$ cat config.mk
export PLATFORM = sky130hd
export DESIGN_NAME = rx_page_ring
export DESIGN_NICKNAME = d
export VERILOG_FILES = /design/src/rtl/rx_page_ring.sv
export SDC_FILE = /design/constraint.sdc
export NUM_CORES = 1
export LEC_CHECK = 0
export ABC_CLOCK_PERIOD_IN_PS = 3020
export BUFFER_PORTS_ARGS = -buffer_cell sky130_fd_sc_hd__buf_2
export CAP_MARGIN = 15
export CORE_ASPECT_RATIO = 0.5
export CORE_MARGIN = 3
export CORE_UTILIZATION = 40
export DETAILED_ROUTE_END_ITERATION = 16
export GPL_ROUTABILITY_DRIVEN = 0
export SETUP_SLACK_MARGIN = 0.1
export SLEW_MARGIN = 15
export SYNTH_ARGS = -nofsm -noshare
export SYNTH_HDL_FRONTEND = slang
export SYNTH_SLANG_ARGS = --single-unit
export TNS_END_PERCENT = 5
$ cat constraint.sdc
create_clock -name clk -period 3.02 [get_ports clk]
set_input_delay 0.302 -clock clk [delete_from_list [all_inputs] [get_ports clk]]
set_output_delay 0.302 -clock clk [all_outputs]
set_load 0.01 [all_outputs]
$ cat src/rtl/rx_page_ring.sv
module rx_page_ring #(
  parameter int PAGE_W = 8
) (
  input  logic              clk,
  input  logic              rst_n,
  input  logic [PAGE_W-1:0] page_start,
  input  logic [PAGE_W-1:0] page_stop,
  input  logic [PAGE_W-1:0] bnd_page,
  input  logic              monitor_en,
  input  logic              rx_sof,
  input  logic              rx_valid,
  input  logic [7:0]        rx_data,
  input  logic              rx_eof,
  input  logic              rx_crc_err,
  input  logic              rx_align_err,
  input  logic              rx_fifo_err,
  input  logic              rx_group,
  input  logic              rx_defer,
  output logic              mem_we,
  output logic [PAGE_W+7:0] mem_addr,
  output logic [7:0]        mem_wdata,
  output logic [PAGE_W-1:0] cur_page,
  output logic [7:0]        last_status,
  output logic              ev_rx_ok,
  output logic              ev_overwrite,
  output logic              ev_missed
);
  localparam int ADDR_W = PAGE_W + 8;
  localparam int CNT_W  = 16;

  typedef enum logic [1:0] {S_IDLE, S_DATA, S_HDR} state_t;

  state_t            st;
  logic [PAGE_W-1:0] start_pg, wr_pg, next_pg;
  logic [7:0]        wr_off;
  logic [CNT_W-1:0]  byte_cnt, cnt_r;
  logic [1:0]        hdr_idx;
  logic              drop_mon, drop_ovf;

  function automatic logic [PAGE_W-1:0] step_page(input logic [PAGE_W-1:0] p,
                                                   input logic [PAGE_W-1:0] lo,
                                                   input logic [PAGE_W-1:0] hi);
    logic [PAGE_W-1:0] q;
    q = p + 1'b1;
    return (q == hi) ? lo : q;
  endfunction

  wire [PAGE_W-1:0] pg_after = step_page(wr_pg, page_start, page_stop);
  wire              missed   = drop_mon | drop_ovf;
  wire              has_err  = rx_crc_err | rx_align_err | rx_fifo_err;
  wire [7:0]        fr_status = {rx_defer, drop_mon, rx_group, missed, rx_fifo_err,
                                 rx_align_err, rx_crc_err | rx_align_err, ~(has_err | missed)};

  always_ff @(posedge clk) begin
    if (!rst_n) begin
      st           <= S_IDLE;
      cur_page     <= page_start;
      start_pg     <= '0;
      wr_pg        <= '0;
      next_pg      <= '0;
      wr_off       <= '0;
      byte_cnt     <= '0;
      cnt_r        <= '0;
      hdr_idx      <= '0;
      drop_mon     <= 1'b0;
      drop_ovf     <= 1'b0;
      mem_we       <= 1'b0;
      mem_addr     <= '0;
      mem_wdata    <= '0;
      last_status  <= '0;
      ev_rx_ok     <= 1'b0;
      ev_overwrite <= 1'b0;
      ev_missed    <= 1'b0;
    end else begin
      mem_we       <= 1'b0;
      ev_rx_ok     <= 1'b0;
      ev_overwrite <= 1'b0;
      ev_missed    <= 1'b0;
      case (st)
        S_IDLE: begin
          if (rx_sof) begin
            st       <= S_DATA;
            start_pg <= cur_page;
            wr_pg    <= cur_page;
            wr_off   <= 8'd4;
            byte_cnt <= '0;
            drop_mon <= monitor_en;
            drop_ovf <= !monitor_en && (cur_page == bnd_page);
          end
        end
        S_DATA: begin
          if (rx_eof) begin
            last_status <= fr_status;
            if (missed) begin
              ev_missed    <= 1'b1;
              ev_overwrite <= drop_ovf;
              st           <= S_IDLE;
            end else begin
              st      <= S_HDR;
              hdr_idx <= 2'd0;
              next_pg <= (wr_off == 8'd0) ? wr_pg : pg_after;
              cnt_r   <= byte_cnt + CNT_W'(4);
            end
          end else if (rx_valid) begin
            byte_cnt <= byte_cnt + 1'b1;
            if (!missed) begin
              if (wr_pg == bnd_page) begin
                drop_ovf <= 1'b1;
              end else begin
                mem_we    <= 1'b1;
                mem_addr  <= {wr_pg, wr_off};
                mem_wdata <= rx_data;
                wr_off    <= wr_off + 1'b1;
                if (wr_off == 8'hFF) wr_pg <= pg_after;
              end
            end
          end
        end
        S_HDR: begin
          mem_we   <= 1'b1;
          mem_addr <= {start_pg, 6'd0, hdr_idx};
          case (hdr_idx)
            2'd0:    mem_wdata <= last_status;
            2'd1:    mem_wdata <= 8'(next_pg);
            2'd2:    mem_wdata <= cnt_r[7:0];
            default: mem_wdata <= cnt_r[15:8];
          endcase
          hdr_idx <= hdr_idx + 1'b1;
          if (hdr_idx == 2'd3) begin
            st       <= S_IDLE;
            cur_page <= next_pg;
            ev_rx_ok <= last_status[0];
          end
        end
        default: st <= S_IDLE;
      endcase
    end
  end

  assert_in_ring_R3: assert property (@(posedge clk) disable iff (!rst_n)
    mem_we |-> (mem_addr[ADDR_W-1:8] >= page_start && mem_addr[ADDR_W-1:8] < page_stop));

  assert_skip_boundary_R8: assert property (@(posedge clk) disable iff (!rst_n)
    mem_we |-> mem_addr[ADDR_W-1:8] != bnd_page);

  assert_overwrite_missed_R8: assert property (@(posedge clk) disable iff (!rst_n)
    ev_overwrite |-> (ev_missed && last_status[4]));

  assert_missed_no_write_R9: assert property (@(posedge clk) disable iff (!rst_n)
    ev_missed |-> !mem_we && !ev_rx_ok);

  assert_ok_clean_R10: assert property (@(posedge clk) disable iff (!rst_n)
    ev_rx_ok |-> (last_status[3:0] == 4'b0001) && !last_status[4]);

  assert_align_crc_R7: assert property (@(posedge clk) disable iff (!rst_n)
    last_status[2] |-> last_status[1]);

  assert_page_moves_R5: assert property (@(posedge clk) disable iff (!rst_n)
    (cur_page != $past(cur_page)) |-> ev_rx_ok || !last_status[4]);
endmodule

==> qor.csv <==
metric,value,unit
PortBufs,86,
fin cells,967,
period utilisation layout,0.882,
WHS,0.142,ns
Pleak,2.70,nW
Max Cap Viol,0,
max-slew violations,0,
mapped cell area,0.00599,mm^2
worst hold path startpoint,rx_group,
"Net Count, Synth",746,
crit-path max FO,8,
Main synth FF type,dfxtp_1,
post-route setup TNS,0,ns
synthesized flop and latch total,114,
crit start category,flop,
Final Setup Violations,0,
FF-to-FF Start,wr_pg[0]$_SDFFE_PN0P_,
Die Ht,92.6,um
Congestion Overflow GR,0,
Post-synth EDFFs,8,
Clock Skews,0.00874,ns
Achievable Freq,375,MHz
first-pass GRT wire length,27100,um
PD cells,700,mW/mm^2
Routed Antenna Nets,0,
clock latency on the worst-skew pair,0.41,ns
# DRC,0,
Worst Hold Class,in2reg,
status,finished clean,
cell total after placement,935,
critical path class,reg2reg,
Area Overhead vs Synth,20.4,%
wire per inst,17.5,um
Syn Area/Cell,8.67,um^2
Core ar.,0.0141,mm^2
number of CTS-inserted buffers,17,
die width,179,um
row count,30,
CP Data Arrival Time,3.00,ns
Hold Fails Final Rpt,0,
post-synthesis cell type count,70,
Post-Synthesis Cells,691,
Synth area leaders,"dfxtp_1, nand2_1, xnor2_1",
Worst Setup SP,wr_pg[0]$_SDFFE_PN0P_,
"commonest non-fill, non-tap cell in the layout",dfxtp_1,
top cell type's share of synthesized area,0.354,
Worst-Margin Slew,0.956,ns
vias per std cell,5.50,
diode count,0,
worst vdd ir,0.290,mV
Top Ports,87,
1st-iter DRT viols,333,
DR vias,5318,
initial core utilization,0.426,
post-synthesis sequential area ratio,0.394,
die area,0.0166,mm^2
Worst-path clk slew,0.06,ns
CTS root buf,clkbuf_16,
# clock sinks,114,
number of antenna violations at the first check in global routing,0,
H-tree depth,4,
All-Layer GR Usage,0.208,
CP required,3.36,ns
Async SR Flop Fraction,0,
final WL,17000,um
RSZ-0062 raised after global routing,false,
Setup Buffers After CTS,0,
Ys Warns,0,
HPWL Detailed,12200,um
maximum clock insertion buffer count,2,
Pre-antenna DRT Iters,5,
TritonCTS clock tree,done,
fin nets,817,
Rel. slew slack,0.363,
post-layout min period,2.66,ns
share of cells above drive strength 1,0.213,
"commonest cells after routing, fill and taps aside","dfxtp_1, buf_2, nand2_1",
critical path endpoint category,flop,
largest net degree at the start of global routing,48,
post-synth top area cell,dfxtp_1,
vias in the first global route,5140,
[final cells by class]
cell class	instances	area, um^2
clock buffers	19	443
clock inverters	13	181
inverters	18	67.6
repair buffers	104	566
flip-flops and latches	114	2360
multi-input cells	507	3360
well taps	192	240
fillers	1353	6860
[cell families after synthesis]
kind of cell,count (synthesis),synth area share
xor gates and xnor gates,63,0.0977
AOI/OAI and AO/OA,168,0.196
and+or+nand+nor,233,0.184
adders and majority gates,12,0.0251
muxes,31,0.0534
DFF,114,0.394
buffers and inverters,70,0.0495
[per-stage QoR]
step | power (mW) | area, um^2 | util | setup WS [ns]
finish | 5.05 | 7220 | 0.513 | 0.356
global placement | 2.91 | 6580 | 0.468 | 0.439
global route | 5.28 | 7220 | 0.513 | 0.169
floorplan | 2.55 | 5990 | - | 0.685
detailed placement | 2.92 | 6580 | 0.468 | 0.412
CTS | 5.06 | 7210 | 0.512 | 0.356
[synth_stat cells, types with 6 or more instances]
| cell type | count |
|---|---|
| a222oi_1 | 8 |
| a211oi_1 | 30 |
| nand4_1 | 9 |
| o21ai_0 | 28 |
| xnor2_1 | 32 |
| nor2_1 | 67 |
| clkbuf_1 | 36 |
| ha_1 | 12 |
| o211ai_1 | 15 |
| mux2_2 | 8 |
| dfxtp_1 | 106 |
| buf_2 | 6 |
| a21oi_1 | 42 |
| nand3_1 | 21 |
| nand2_1 | 78 |
| edfxtp_1 | 8 |
| nor3_1 | 15 |
| or3_1 | 7 |
| inv_1 | 17 |
| xor2_1 | 28 |
| mux2i_1 | 23 |
| a22oi_1 | 7 |
[critical path, cell delays in order (launching register included)]
cell and delay (ns):
dfxtp_1 0.54, ha_1 0.38, xor2_1 0.11, o211ai_1 0.16, o21ai_1 0.27, nor4_4 0.62
mux2_2 0.39, a21oi_1 0.12
[path summary, 6_finish.rpt]
path,end,cells past startpoint,slack (ns)
setup / recovery,next_pg[2]$_SDFFE_PN0P_,7,0.36
hold / removal,last_status[5]$_SDFFE_PN0P_,3,0.14
setup reg to reg,next_pg[2]$_SDFFE_PN0P_,7,0.36
hold reg to reg,start_pg[5]$_SDFFE_PN0P_,2,0.46
[per-layer routing]
metal,track usage,up-vias,wire [um]
li1,-,2622,-
met5,0,-,0
met2,0.324,133,7560
met1,0.290,2544,8190
met3,0.0426,19,969
met4,0.0604,0,231
[flip-flops by register name, indices dropped and copies added, names as in the netlist]
signal,cells
ev_missed,1
start_pg,8
ev_overwrite,1
mem_wdata,8
mem_addr,16
cur_page,8
wr_off,8
cnt_r,16
ev_rx_ok,1
wr_pg,8
st,2
byte_cnt,16
last_status,8
drop_mon,1
drop_ovf,1
hdr_idx,2
mem_we,1
next_pg,8
[where the power goes]
group	internal [mW]	leakage, nW	switching, mW	total [mW]
registers	1.66	0.942	0.141	1.81
logic	0.421	1.46	0.687	1.11
clock network	1.40	0.296	0.735	2.14
[what timing repair did]
item,CTS,global route
gates resized for setup,0,1
hold buffers,0,0
setup endpoints to repair,0,1
Power figures use the tool's default switching activity.
